===== config.mk =====
export PLATFORM = sky130hd
export DESIGN_NAME = mbx_doorbell_top
export DESIGN_NICKNAME = d
export VERILOG_FILES = /design/src/rtl/mbx_pkg.sv /design/src/rtl/mbx_irq_regs.sv /design/src/rtl/mbx_bell_check.sv /design/src/rtl/mbx_rd_mux.sv /design/src/rtl/mbx_doorbell_top.sv
export SDC_FILE = /design/constraint.sdc
export NUM_CORES = 1
export LEC_CHECK = 0
export ABC_AREA = 1
export BUFFER_PORTS_ARGS = -buffer_cell sky130_fd_sc_hd__buf_2
export CAP_MARGIN = 10
export CORE_MARGIN = 4
export CORE_UTILIZATION = 45
export DETAILED_ROUTE_END_ITERATION = 8
export PLACE_DENSITY_LB_ADDON = 0.08
export SLEW_MARGIN = 0
export SYNTH_ARGS = -nofsm -noshare
export SYNTH_HDL_FRONTEND = slang
export SYNTH_HIERARCHICAL = 1
export SYNTH_SLANG_ARGS = --single-unit

===== constraint.sdc =====
create_clock -name clk -period 3.4 [get_ports clk]
set_input_delay 0.17 -clock clk [delete_from_list [all_inputs] [get_ports clk]]
set_output_delay 0.17 -clock clk [all_outputs]
set_load 0.01 [all_outputs]

===== src/rtl/mbx_pkg.sv =====
package mbx_pkg;
  localparam int DATA_W  = 32;
  localparam int NODE_W  = 16;
  localparam int VEC_W   = 8;
  localparam int WORD_W  = 6;

  typedef enum logic [WORD_W-1:0] {
    WRD_MASK  = 6'd0,
    WRD_CAUSE = 6'd1,
    WRD_POS   = 6'd2,
    WRD_BELL  = 6'd3
  } mbx_word_e;
endpackage


===== src/rtl/mbx_irq_regs.sv =====
module mbx_irq_regs
  import mbx_pkg::*;
(
  input  logic              clk,
  input  logic              rst_n,
  input  logic              wr_mask_i,
  input  logic              wr_cause_i,
  input  logic              rd_cause_i,
  input  logic [DATA_W-1:0] wdata_i,
  input  logic              evt_valid_i,
  input  logic [VEC_W-1:0]  evt_data_i,
  output logic [DATA_W-1:0] mask_o,
  output logic [DATA_W-1:0] cause_o,
  output logic              irq_o
);
  logic [DATA_W-1:0] mask_q, mask_d;
  logic [DATA_W-1:0] cause_q, cause_d;
  logic              mask_en, cause_en;

  always_comb begin
    mask_en  = wr_mask_i;
    mask_d   = wdata_i;
    cause_en = wr_cause_i | evt_valid_i | rd_cause_i;
    if (wr_cause_i)       cause_d = wdata_i;
    else if (evt_valid_i) cause_d = {{(DATA_W-VEC_W){1'b0}}, evt_data_i};
    else                  cause_d = '0;
  end

  always_ff @(posedge clk or negedge rst_n) begin
    if (!rst_n) begin
      mask_q  <= '0;
      cause_q <= '0;
    end else begin
      if (mask_en)  mask_q  <= mask_d;
      if (cause_en) cause_q <= cause_d;
    end
  end

  assign mask_o  = mask_q;
  assign cause_o = cause_q;
  assign irq_o   = |(cause_q & mask_q);

  AST_MASK_LOAD: assert property (@(posedge clk) disable iff (!rst_n)
    wr_mask_i |=> mask_q == $past(wdata_i));
  AST_CAUSE_WRITE_WINS: assert property (@(posedge clk) disable iff (!rst_n)
    wr_cause_i |=> cause_q == $past(wdata_i));
  AST_EVT_LOAD: assert property (@(posedge clk) disable iff (!rst_n)
    (evt_valid_i && !wr_cause_i) |=> cause_q[VEC_W-1:0] == $past(evt_data_i) && cause_q[DATA_W-1:VEC_W] == '0);
  AST_READ_CLEARS: assert property (@(posedge clk) disable iff (!rst_n)
    (rd_cause_i && !wr_cause_i && !evt_valid_i) |=> cause_q == '0);
endmodule


===== src/rtl/mbx_bell_check.sv =====
module mbx_bell_check
  import mbx_pkg::*;
#(
  parameter int NUM_PEERS = 8,
  parameter int CNT_W     = 8,
  localparam int IDX_W    = $clog2(NUM_PEERS)
) (
  input  logic                       clk,
  input  logic                       rst_n,
  input  logic                       bell_wr_i,
  input  logic [DATA_W-1:0]          wdata_i,
  input  logic [IDX_W-1:0]           peer_max_i,
  input  logic [NUM_PEERS*CNT_W-1:0] peer_cnt_i,
  output logic                       notify_o,
  output logic [NODE_W-1:0]          notify_dest_o,
  output logic [VEC_W-1:0]           notify_vec_o
);
  logic [CNT_W-1:0]  cnt_tab [NUM_PEERS];
  logic [NODE_W-1:0] dest;
  logic [VEC_W-1:0]  vec;
  logic [CNT_W-1:0]  dest_cnt;
  logic              dest_ok, vec_ok, accept;
  logic              notify_q;
  logic [NODE_W-1:0] dest_q;
  logic [VEC_W-1:0]  vec_q;
  logic [7:0]        unused_mid;

  for (genvar p = 0; p < NUM_PEERS; p++) begin : g_unpack
    assign cnt_tab[p] = peer_cnt_i[p*CNT_W +: CNT_W];
  end

  always_comb begin
    dest     = wdata_i[31:16];
    vec      = wdata_i[7:0];
    dest_ok  = 32'(dest) <= 32'(peer_max_i);
    dest_cnt = cnt_tab[dest[IDX_W-1:0]];
    vec_ok   = 32'(vec) < 32'(dest_cnt);
    accept   = bell_wr_i & dest_ok & vec_ok;
  end

  assign unused_mid = wdata_i[15:8];

  always_ff @(posedge clk or negedge rst_n) begin
    if (!rst_n) begin
      notify_q <= 1'b0;
      dest_q   <= '0;
      vec_q    <= '0;
    end else begin
      notify_q <= accept;
      if (accept) begin
        dest_q <= dest;
        vec_q  <= vec;
      end
    end
  end

  assign notify_o      = notify_q;
  assign notify_dest_o = dest_q;
  assign notify_vec_o  = vec_q;

  AST_NOTIFY_CAUSE: assert property (@(posedge clk) disable iff (!rst_n)
    notify_o |-> $past(bell_wr_i));
  AST_NOTIFY_FIELDS: assert property (@(posedge clk) disable iff (!rst_n)
    notify_o |-> (notify_dest_o == $past(wdata_i[31:16]) && notify_vec_o == $past(wdata_i[7:0])));
  AST_DEST_LIMIT: assert property (@(posedge clk) disable iff (!rst_n)
    (bell_wr_i && 32'(wdata_i[31:16]) > 32'(peer_max_i)) |=> !notify_o);
  AST_NOTIFY_IN_RANGE: assert property (@(posedge clk) disable iff (!rst_n)
    notify_o |-> 32'(notify_dest_o) <= 32'($past(peer_max_i)));
endmodule


===== src/rtl/mbx_rd_mux.sv =====
module mbx_rd_mux
  import mbx_pkg::*;
(
  input  logic              clk,
  input  logic              rst_n,
  input  logic              rd_i,
  input  logic [WORD_W-1:0] word_i,
  input  logic [DATA_W-1:0] mask_i,
  input  logic [DATA_W-1:0] cause_i,
  input  logic [NODE_W-1:0] local_id_i,
  input  logic              mapped_i,
  output logic              rd_valid_o,
  output logic [DATA_W-1:0] rd_data_o
);
  logic [DATA_W-1:0] data_d, data_q;
  logic              valid_q;

  always_comb begin
    case (word_i)
      WRD_MASK:  data_d = mask_i;
      WRD_CAUSE: data_d = cause_i;
      WRD_POS:   data_d = mapped_i ? {{(DATA_W-NODE_W){1'b0}}, local_id_i} : '1;
      default:   data_d = '0;
    endcase
  end

  always_ff @(posedge clk or negedge rst_n) begin
    if (!rst_n) begin
      valid_q <= 1'b0;
      data_q  <= '0;
    end else begin
      valid_q <= rd_i;
      if (rd_i) data_q <= data_d;
    end
  end

  assign rd_valid_o = valid_q;
  assign rd_data_o  = data_q;

  AST_POS_UNMAPPED: assert property (@(posedge clk) disable iff (!rst_n)
    (rd_i && word_i == WRD_POS && !mapped_i) |=> rd_data_o == '1);
  AST_RD_ONE_CYCLE: assert property (@(posedge clk) disable iff (!rst_n)
    rd_i |=> rd_valid_o);
  AST_RD_NO_SPURIOUS: assert property (@(posedge clk) disable iff (!rst_n)
    !rd_i |=> !rd_valid_o);
endmodule


===== src/rtl/mbx_doorbell_top.sv =====
module mbx_doorbell_top
  import mbx_pkg::*;
#(
  parameter int NUM_PEERS = 8,
  parameter int CNT_W     = 8,
  parameter int ADDR_W    = 12,
  localparam int IDX_W    = $clog2(NUM_PEERS)
) (
  input  logic                       clk,
  input  logic                       rst_n,
  input  logic                       bus_wr_i,
  input  logic                       bus_rd_i,
  input  logic [ADDR_W-1:0]          bus_addr_i,
  input  logic [31:0]                bus_wdata_i,
  output logic                       rd_valid_o,
  output logic [31:0]                rd_data_o,
  input  logic                       evt_valid_i,
  input  logic [7:0]                 evt_data_i,
  input  logic [15:0]                local_id_i,
  input  logic                       shm_mapped_i,
  input  logic [IDX_W-1:0]           peer_max_i,
  input  logic [NUM_PEERS*CNT_W-1:0] peer_cnt_i,
  output logic                       irq_o,
  output logic                       notify_o,
  output logic [15:0]                notify_dest_o,
  output logic [7:0]                 notify_vec_o
);
  logic              rst_meta, rst_sync;
  logic [WORD_W-1:0] word;
  logic              wr_mask, wr_cause, rd_cause, wr_bell;
  logic [DATA_W-1:0] mask_q, cause_q;
  logic              unused_addr;

  always_ff @(posedge clk or negedge rst_n) begin
    if (!rst_n) begin
      rst_meta <= 1'b0;
      rst_sync <= 1'b0;
    end else begin
      rst_meta <= 1'b1;
      rst_sync <= rst_meta;
    end
  end

  assign word        = bus_addr_i[7:2];
  assign unused_addr = ^{bus_addr_i[1:0], bus_addr_i[ADDR_W-1:8]};

  always_comb begin
    wr_mask  = bus_wr_i && (word == WRD_MASK);
    wr_cause = bus_wr_i && (word == WRD_CAUSE);
    wr_bell  = bus_wr_i && (word == WRD_BELL);
    rd_cause = bus_rd_i && (word == WRD_CAUSE);
  end

  mbx_irq_regs u_regs (
    .clk         (clk),
    .rst_n       (rst_sync),
    .wr_mask_i   (wr_mask),
    .wr_cause_i  (wr_cause),
    .rd_cause_i  (rd_cause),
    .wdata_i     (bus_wdata_i),
    .evt_valid_i (evt_valid_i),
    .evt_data_i  (evt_data_i),
    .mask_o      (mask_q),
    .cause_o     (cause_q),
    .irq_o       (irq_o)
  );

  mbx_bell_check #(.NUM_PEERS(NUM_PEERS), .CNT_W(CNT_W)) u_bell (
    .clk           (clk),
    .rst_n         (rst_sync),
    .bell_wr_i     (wr_bell),
    .wdata_i       (bus_wdata_i),
    .peer_max_i    (peer_max_i),
    .peer_cnt_i    (peer_cnt_i),
    .notify_o      (notify_o),
    .notify_dest_o (notify_dest_o),
    .notify_vec_o  (notify_vec_o)
  );

  mbx_rd_mux u_rd (
    .clk        (clk),
    .rst_n      (rst_sync),
    .rd_i       (bus_rd_i),
    .word_i     (word),
    .mask_i     (mask_q),
    .cause_i    (cause_q),
    .local_id_i (local_id_i),
    .mapped_i   (shm_mapped_i),
    .rd_valid_o (rd_valid_o),
    .rd_data_o  (rd_data_o)
  );

  AST_RESET_QUIET: assert property (@(posedge clk)
    !rst_sync |-> (!irq_o && !notify_o && !rd_valid_o));
  AST_IRQ_NEEDS_MASK: assert property (@(posedge clk) disable iff (!rst_sync)
    (irq_o && $past(rst_sync) && $stable(mask_q)) |-> mask_q != '0);
endmodule


# == Word-level counts from Yosys, hierarchy flattened ==
# Cells that the tools add are included.
# word_totals
regBits,124
input_bits,141
output_inout_bits,59
word_cells,34
# op_classes
n_lt_le_gt_ge,3
n_eq_ne,3
mux,7
bitwise_logic,6
n_reduce_logical,6
# ops
cell,n
$pmux 32 s3,1
$mux 32,2
$and 32x32->32,1
$reduce_or 32->1,1
$bmux 8 s3,1
$mux 8,3
$le 16x3->1,1
$eq 6x2->1 const B,2
$lt 8x8->1,1
$eq 6x1->1 const B,1
$logic_not 6->1,1
$ge 4x4->1 const B,1
$logic_and 1x1->1,4
$not 3->4,1
$and 1x1->1,2
$or 1x1->1,2

# == Depth between registers and ports, before layout ==
# Gate-level depths: netlist (run 1).
# logic_depth
depth_word,6
depth_mapped,17
mapped_depth_nobuf,14

# == Modules after synthesis ==
# Netlist (run 1), hierarchy kept.
# by_module_without_submodules
module,n_inst,cells_per_inst,area_per_inst_um2,seq_area_each_um2
mbx_irq_regs,1,288,2712.6,1601.5
mbx_rd_mux,1,316,2222.1,825.8
mbx_bell_check,1,242,1720.4,625.6
mbx_doorbell_top,1,18,125.1,50.0

# == Worst setup path after synthesis (run 1) ==
# OpenSTA, ideal clock, no wires.
# synth_path
kind,input-to-reg
start,in bus_wdata_i[16]
end,"reg u_bell.dest_q[2], in the netlist u_bell/notify_dest_o[2]"
setup_ns,0.066
t_arrival_ns,2.279
required_time_ns,3.334
slack_ns,1.055
cell_stages,15
n_path_buf,4
path_cell_list,buf_6 > clkbuf_1 > buf_2 > nor2_1 > o221ai_1 > o21ai_0 > ha_1 > nand2_1 > inv_1 > a31oi_1 > nand4_1 > nor2_1 > clkbuf_1 > nand3_1 > nand2_1
# synth_between
elab_chain_len,6
elab_cells_between_ends,8
classes_between,2 x order compare; 3 x mux; 3 x bitwise
# synth_lines
element,line,rtl
"start, declared",mbx_doorbell_top.sv:14,"input logic [31:0] bus_wdata_i,"
$not 3->4 (not written as such),mbx_bell_check.sv:36,dest_cnt = cnt_tab[dest[IDX_W-1:0]];
$bmux 8 s3,mbx_bell_check.sv:36,
$mux 8 (not written as such) (2 in a row),mbx_bell_check.sv:36,
$lt 8x8->1,mbx_bell_check.sv:37,vec_ok = 32'(vec) < 32'(dest_cnt);
$and 1x1->1 *,mbx_bell_check.sv:38,accept = bell_wr_i & dest_ok & vec_ok;
"end signal, assigned",mbx_bell_check.sv:51,dest_q <= dest;
"end, declared",mbx_bell_check.sv:24,logic [NODE_W-1:0] dest_q;
# Every way passes the cells marked *; elsewhere a longest branch is shown, timed or not. The select of a mux whose other input is x is not followed.
# A chain may end at the register's enable or synchronous reset.

# == Final worst setup path (run 1) ==
# layout_path
start,in bus_wdata_i[17]
end,"reg u_bell.dest_q[15], in the netlist u_bell/notify_dest_o[15]"
# Same word-level chain as after synthesis.

==> out/qor.txt, run 1 <==
Fin cells = 1,230
CP endpoint kind = flip-flop
Hold Vio Cnt, Final = 0
Layout Skew = 0.00614 ns
Initial DRC count = 553
RSZ-0062 raised after global routing = no
Number of library cell types mapped by synthesis = 33
Max Cap Violations = 0
Critical path type = in2reg
Part of the cycle the worst path needs = 0.710
# fillers = 1,421
Grt total ovfl = 0
Cell-internal power = 3.21 mW
DRC viols = 0
Synth warn = 6
Die width = 131 um
Row cnt = 44
Peak supply drop = 374 uV
Cell area after layout = 8520 um^2
Clk pin slew, worst setup/hold paths = 0.06 ns
Most frequent cells in the layout = nand2_1, buf_2, dfrtp_1
CORE AREA = 14,600 um^2
Slew headroom = 0.385
Area leader, netlist = dfrtp_1
# H-tree levels = 4
Min Tclk post-route = 2.41 ns
Final setup TNS = 0 ns
Total global-route track usage = 0.247
Routability cong. = 0.852
Synthesized Nets = 1,015
Comb pwr share = 0.106
Pre-Repair DR Iteration Count = 5
PD cells = 497 nW/um^2
Via-per-instance ratio = 5.36
Sw Ratio = 0.241
Share of cells above drive strength 1 = 0.266
Critical Path RT = 3.69 ns
Vias post-DR = 6,589
Sequential Power Share = 0.389
Final worst setup slack = 0.986 ns
PnR Total Power = 4.23 mW
Most common cell after layout, fill and taps aside = nand2_1
CTS tree = yes
Total CTS buffers = 17
Largest net degree at the start of global routing = 70
# IOs = 200
Root Buffer = clkbuf_16
Antenna Cells = 0
Area growth from synthesis to layout = 25.6%
Flops & latches, synth = 124
Initial antenna violation count = 0
Post-Place Worst Slack = 0.562 ns
Global-route wire length before repair = 32,500 um
Vias in the first global route = 6,079
Worst slew pin tran = 0.921 ns
Cell Area, Placed = 7730 um^2
Max clock buf depth = 2
DIE HEIGHT = 131 um
Clock sinks = 124
Die ar. = 17,100 um^2
Min Hold Slack = 0.0151 ns
Synth Area per Inst = 7.85 um^2
Yosys top cell area share = 0.458
Startpoint types = input pin
Max Fanout on Critical Path = 19
Post-route ant nets = 0
Fmax = 0.414 GHz
Fin util = 0.582
Port bufs = 193
Placed cells = 1,190
Leakage = 4.66 nW
Arr. time, crit path = 2.70 ns
Nets@finish = 1,184
Final setup fails = 0
Clk_lat worst skew = 0.42 ns
Hold Path Class = in2reg
Mapped cell area = 6780 um^2
Initial core utilization = 0.463
Switching pwr = 1.02 mW
Clock share of power = 0.505
DR WL/cell = 16.7 um
Routed WL = 20,500 um
Run status = finished clean
Final HPWL DP = 14,700 um
Top cells by area, synth = dfrtp_1, nand2_1, nand4_1
Cells after synthesis = 864
Post-synthesis sequential area ratio = 0.458
Slew Viols, Final = 0
## cell usage after synthesis, drive strengths merged
cell and instances:
a22o 6, nand4 82, inv 68, o221ai 7, o21ai 53, dfrtp 124
nand3b 1, conb 1, nor4 1, nor2 89, a32oi 1, mux2 14
nand3 67, nor3 1, a21oi 20, o22ai 7, nand2 249, buf 51
ha 10, a31oi 1, clkbuf 11
## cell type report
type                            instances  area (um^2)  area share
Clock buffer                           18          439      0.0516
Clock inverter                         14          265      0.0311
Multi-Input combinational cell        610         3060       0.359
Sequential cell                       124         3110       0.365
Inverter                               68          260      0.0306
Timing Repair Buffer                  212         1150       0.135
Tap cell                              184          230      0.0270
## metal layers
metal / GRT usage / wire length (um) / vias to the layer above
li1: - / - / 3217
met1: 0.372 / 9650 / 3081
met2: 0.363 / 9110 / 271
met3: 0.0537 / 1550 / 20
met4: 0.0623 / 204 / 0
met5: 0 / 0 / -
## sequential cells by signal, indices dropped and copies added, names as in the netlist
register,count
u_bell/notify_vec_o,8
u_regs/mask_o,32
u_bell/notify_dest_o,16
rst_meta,1
u_rd/rd_data_o,32
u_bell/notify_o,1
rst_sync,1
u_regs/cause_o,32
u_rd/rd_valid_o,1
## worst max-delay path, stage by stage
cell,delay [ns]
buf_2,0.21
inv_1,0.35
o21ai_0,0.16
o221ai_1,0.18
o21ai_0,0.14
ha_1,0.30
nand2_1,0.08
inv_1,0.05
a31oi_1,0.16
nand4_1,0.12
nor2_1,0.18
nand2_2,0.19
inv_2,0.31
nor2_1,0.09
## worst paths after layout
path / from / end / slack, ns / depth (start not counted)
setup / recovery: bus_wdata_i[17] / u_bell/notify_dest_o[15]$_DFFE_PN0P_ / 0.99 / 14
hold / removal: bus_wdata_i[20] / u_regs/cause_o[20]$_DFFE_PN0P_ / 0.02 / 3
setup reg to reg: rst_sync$_DFF_PN0_ / u_regs/mask_o[27]$_DFFE_PN0P_ / 2.12 / 1
hold reg to reg: rst_meta$_DFF_PN0_ / rst_sync$_DFF_PN0_ / 0.35 / 0
max in group asynchronous: rst_sync$_DFF_PN0_ / u_regs/mask_o[27]$_DFFE_PN0P_ / 2.12 / 1
min in group asynchronous: rst_n / rst_sync$_DFF_PN0_ / 0.06 / 2
## logic make-up after synthesis
group,Yosys count,synth area share
flops,124,0.458
buf+inv,130,0.0921
other cells,1,0.000553
mux,14,0.0233
fa+ha+maj,10,0.0185
simple gates,490,0.329
compound gates,95,0.0794
## power by group through the flow
stage	Sequential [mW]	Combinational, mW	Clock, mW
4_1_cts	1.64	0.448	2.16
3_5_place_dp	1.67	0.438	0
3_3_place_gp	1.67	0.432	0
2_1_floorplan	1.65	0.264	0
5_1_grt	1.66	0.505	2.23
6_report	1.65	0.448	2.14
## what timing repair did
item                                   4_1_cts  5_1_grt
hold buffers                                 8        0
buffers inserted                             0        0
resized for setup                            0        0
endpoints found under the hold margin        9        0
Power figures use the tool's default switching activity.
==> inputs of run 2 (changes only) <==
--- a/config.mk
+++ b/config.mk
@@ -5,7 +5,7 @@
 export SDC_FILE = /design/constraint.sdc
 export NUM_CORES = 1
 export LEC_CHECK = 0
-export ABC_AREA = 1
+export ABC_AREA = 0
 export BUFFER_PORTS_ARGS = -buffer_cell sky130_fd_sc_hd__buf_2
 export CAP_MARGIN = 10
 export CORE_MARGIN = 4
==> constraint.sdc (replaced) <==
create_clock -name clk -period 2.2 [get_ports clk]
set_input_delay 0.11 -clock clk [delete_from_list [all_inputs] [get_ports clk]]
set_output_delay 0.11 -clock clk [all_outputs]
set_load 0.01 [all_outputs]
==> run 2 against run 1 <==
Net effect:
- the run now ends with setup timing left
- first-iteration DRC count fell by 44%
- wire length fell by 13%
- worst hold slack improved by 0.0044 ns
- combinational power rose by 79%
- count of clock-buffer cells in the layout rose by 2
- cell area rose by 0.51%
- flip-flop and latch count did not move
- critical endpoint is now u_bell/notify_vec_o[2]$_DFFE_PN0P_
==> out/qor.txt, run 2 <==
# fillers = 1,147
Ys async rst share = 1.00
Worst R2R Path Depth = 4
Top cells by area, synth = dfrtp_1, mux2i_1, mux2_2
Clk_lat worst skew = 0.41 ns
Most frequent cells in the layout = buf_2, dfrtp_1, mux2i_1
Startpoint types = input pin
Hold Path Depth = 3
Critical Path RT = 2.49 ns
Count leader, synth = dfrtp_1
CORE AREA = 13,800 um^2
Min Hold Slack = 0.0195 ns
Via-per-instance ratio = 5.41
Antenna Cells = 0
Routability cong. = 0.827
Area occupied by multi-input gates = 2960 um^2
Reg-to-reg slack, setup = 0.77 ns
# IOs = 200
CP endpoint kind = flip-flop
Port bufs = 193
Mapped cell area = 6330 um^2
Peak supply drop = 491 uV
Total CTS buffers = 17
Vias post-DR = 5,073
PD cells = 711 nW/um^2
Post-Route M1 WL = 7530 um
Root Buffer = clkbuf_16
Area growth from synthesis to layout = 35.3%
Layout Skew = 0.0107 ns
Leakage = 4.22 nW
Initial antenna violation count = 0
Hold Vio Cnt, Final = 0
Max Fanout on Critical Path = 6
Synthesized Nets = 664
Flops & latches, synth = 124
Vias in the first global route = 5,336
Hold Path Class = in2reg
Initial core utilization = 0.458
Post-Place Worst Slack = -0.682 ns
Max clock buf depth = 2
Mux share of post-synthesis cell area = 0.202
Max Cap Violations = 0
Highest metal used = met4
Hold Path End = u_regs/cause_o[4]$_DFFE_PN0P_
Cells after synthesis = 513
Failing checks = setup timing
Routed wl met3 = 1110 um
Row cnt = 43
Run status = finished, violations left
Simple-Gate Fraction of Synth Area = 0.0783
Die ar. = 16,000 um^2
Final setup TNS = -2.56 ns
Fin util = 0.619
Die width = 127 um
Routed wl met2 = 9030 um
Clock sinks = 124
Synth Area per Inst = 12.3 um^2
Final setup fails = 24
Synth top cells by count = dfrtp_1, mux2i_1, inv_1, mux2_2, a22o_1
PnR Total Power = 6.08 mW
Synth Flop Type = dfrtp_1
Post-synthesis sequential area ratio = 0.490
Initial DRC count = 308
DR WL/cell = 19.1 um
Part of the cycle the worst path needs = 1.07
Hold_sp = bus_wdata_i[4]
Post-route ant nets = 0
Arr. time, crit path = 2.64 ns
CTS tree = yes
Xor and xnor fraction of the mapped netlist area = 0
Most common cell after layout, fill and taps aside = buf_2
Pre-Repair DR Iteration Count = 4
Synth Area in Adders = 0.0198
R2r endpoint = u_regs/cause_o[2]$_DFFE_PN0P_
Worst slew pin tran = 0.634 ns
Fmax = 0.426 GHz
Slew Viols, Final = 0
# H-tree levels = 4
Largest family of logic cells by synthesized area = multiplexers
Min Tclk post-route = 2.35 ns
Area leader, netlist = dfrtp_1
Final worst setup slack = -0.149 ns
Post-synth EDFFs = 0
RSZ-0062 raised after global routing = yes
Largest net degree at the start of global routing = 44
FF/Latch Area = 3110 um^2
Synth warn = 6
Grt total ovfl = 0
Compound-Gate Fraction of Synth Area = 0.156
Slew headroom = 0.573
Number of library cell types mapped by synthesis = 46
Clk pin slew, worst setup/hold paths = 0.05 ns
Yosys top cell area share = 0.490
Routed WL = 17,900 um
DRC viols = 0
DIE HEIGHT = 127 um
Critical path type = in2reg
Global-route wire length before repair = 28,100 um
Nets@finish = 896
Total global-route track usage = 0.224
Final HPWL DP = 13,300 um
Share of cells above drive strength 1 = 0.446
Crit Reg-Reg Startpoint = u_regs/cause_o[2]$_DFFE_PN0P_
-- run 2: layout make-up --
type	instances	area share
sequential	124	0.363
timing repair buffer	252	0.180
clock inverter	12	0.0171
multi-input combinational	314	0.345
clock buffer	20	0.0522
tap	180	0.0263
inverter	36	0.0158
-- run 2: kinds of logic (layout without fill, tap and decap cells) --
logic type               after synthesis  count (layout)
multiplexers                          99              99
buffers and inverters                 76             320
adder cells (fa/ha/maj)               10              10
AND/OR/NAND/NOR                       76              77
AO/OA/AOI/OAI                        127             127
other                                  1               1
flip-flops                           124             124
-- run 2: per-stage QoR --
step	instance area (um^2)	cells
final	8560	938
after global routing	8560	938
after CTS	8540	938
after detailed placement	7620	878
after global placement	7620	878
after floorplan	6370	513
-- run 2: worst max-delay path, stage by stage --
cell,delay [ns]
buf_6,0.09
or4_4,0.55
nor2_4,0.12
or4b_4,0.49
nor4_4,0.13
nand4_1,0.16
buf_4,0.17
or4_4,0.49
mux2_4,0.32
-- run 2: worst max-delay path by stage --
| stage | slack, ns | from | depth (start not counted) | end |
|---|---|---|---|---|
| after global routing | -0.21 | bus_addr_i[7] | 9 | u_bell/notify_vec_o[4]$_DFFE_PN0P_ |
| after CTS | -0.14 | bus_addr_i[7] | 9 | u_bell/notify_vec_o[2]$_DFFE_PN0P_ |
| final | -0.15 | bus_addr_i[7] | 9 | u_bell/notify_vec_o[2]$_DFFE_PN0P_ |
| after floorplan | -0.50 | bus_wdata_i[16] | 10 | u_bell/notify_dest_o[0]$_DFFE_PN0P_ |
| after detailed placement | -0.68 | bus_addr_i[7] | 8 | u_bell/notify_dest_o[0]$_DFFE_PN0P_ |
| after global placement | -0.65 | bus_addr_i[7] | 8 | u_bell/notify_vec_o[4]$_DFFE_PN0P_ |
-- run 2: routing by layer --
layer	vias up	global-route usage
met5	-	0
met1	2508	0.289
li1	2367	-
met2	176	0.373
met3	22	0.0594
met4	0	0.0662
-- run 2: what timing repair did --
item | CTS | global route
pin swaps | 6 | 1
endpoints found under the hold margin | 39 | 0
resized for setup | 12 | 2
setup buffers | 1 | 0
hold buffers | 26 | 0
gates cloned | 1 | 0
endpoints found under the setup margin | 24 | 24
-- run 2: report_power, final --
part | switching, mW | total (mW) | internal [mW] | leakage, nW
registers | 0.104 | 2.49 | 2.39 | 1.69
clock network | 0.990 | 2.79 | 1.80 | 0.286
logic | 0.369 | 0.800 | 0.431 | 2.25
total | 1.46 | 6.08 | 4.62 | 4.22
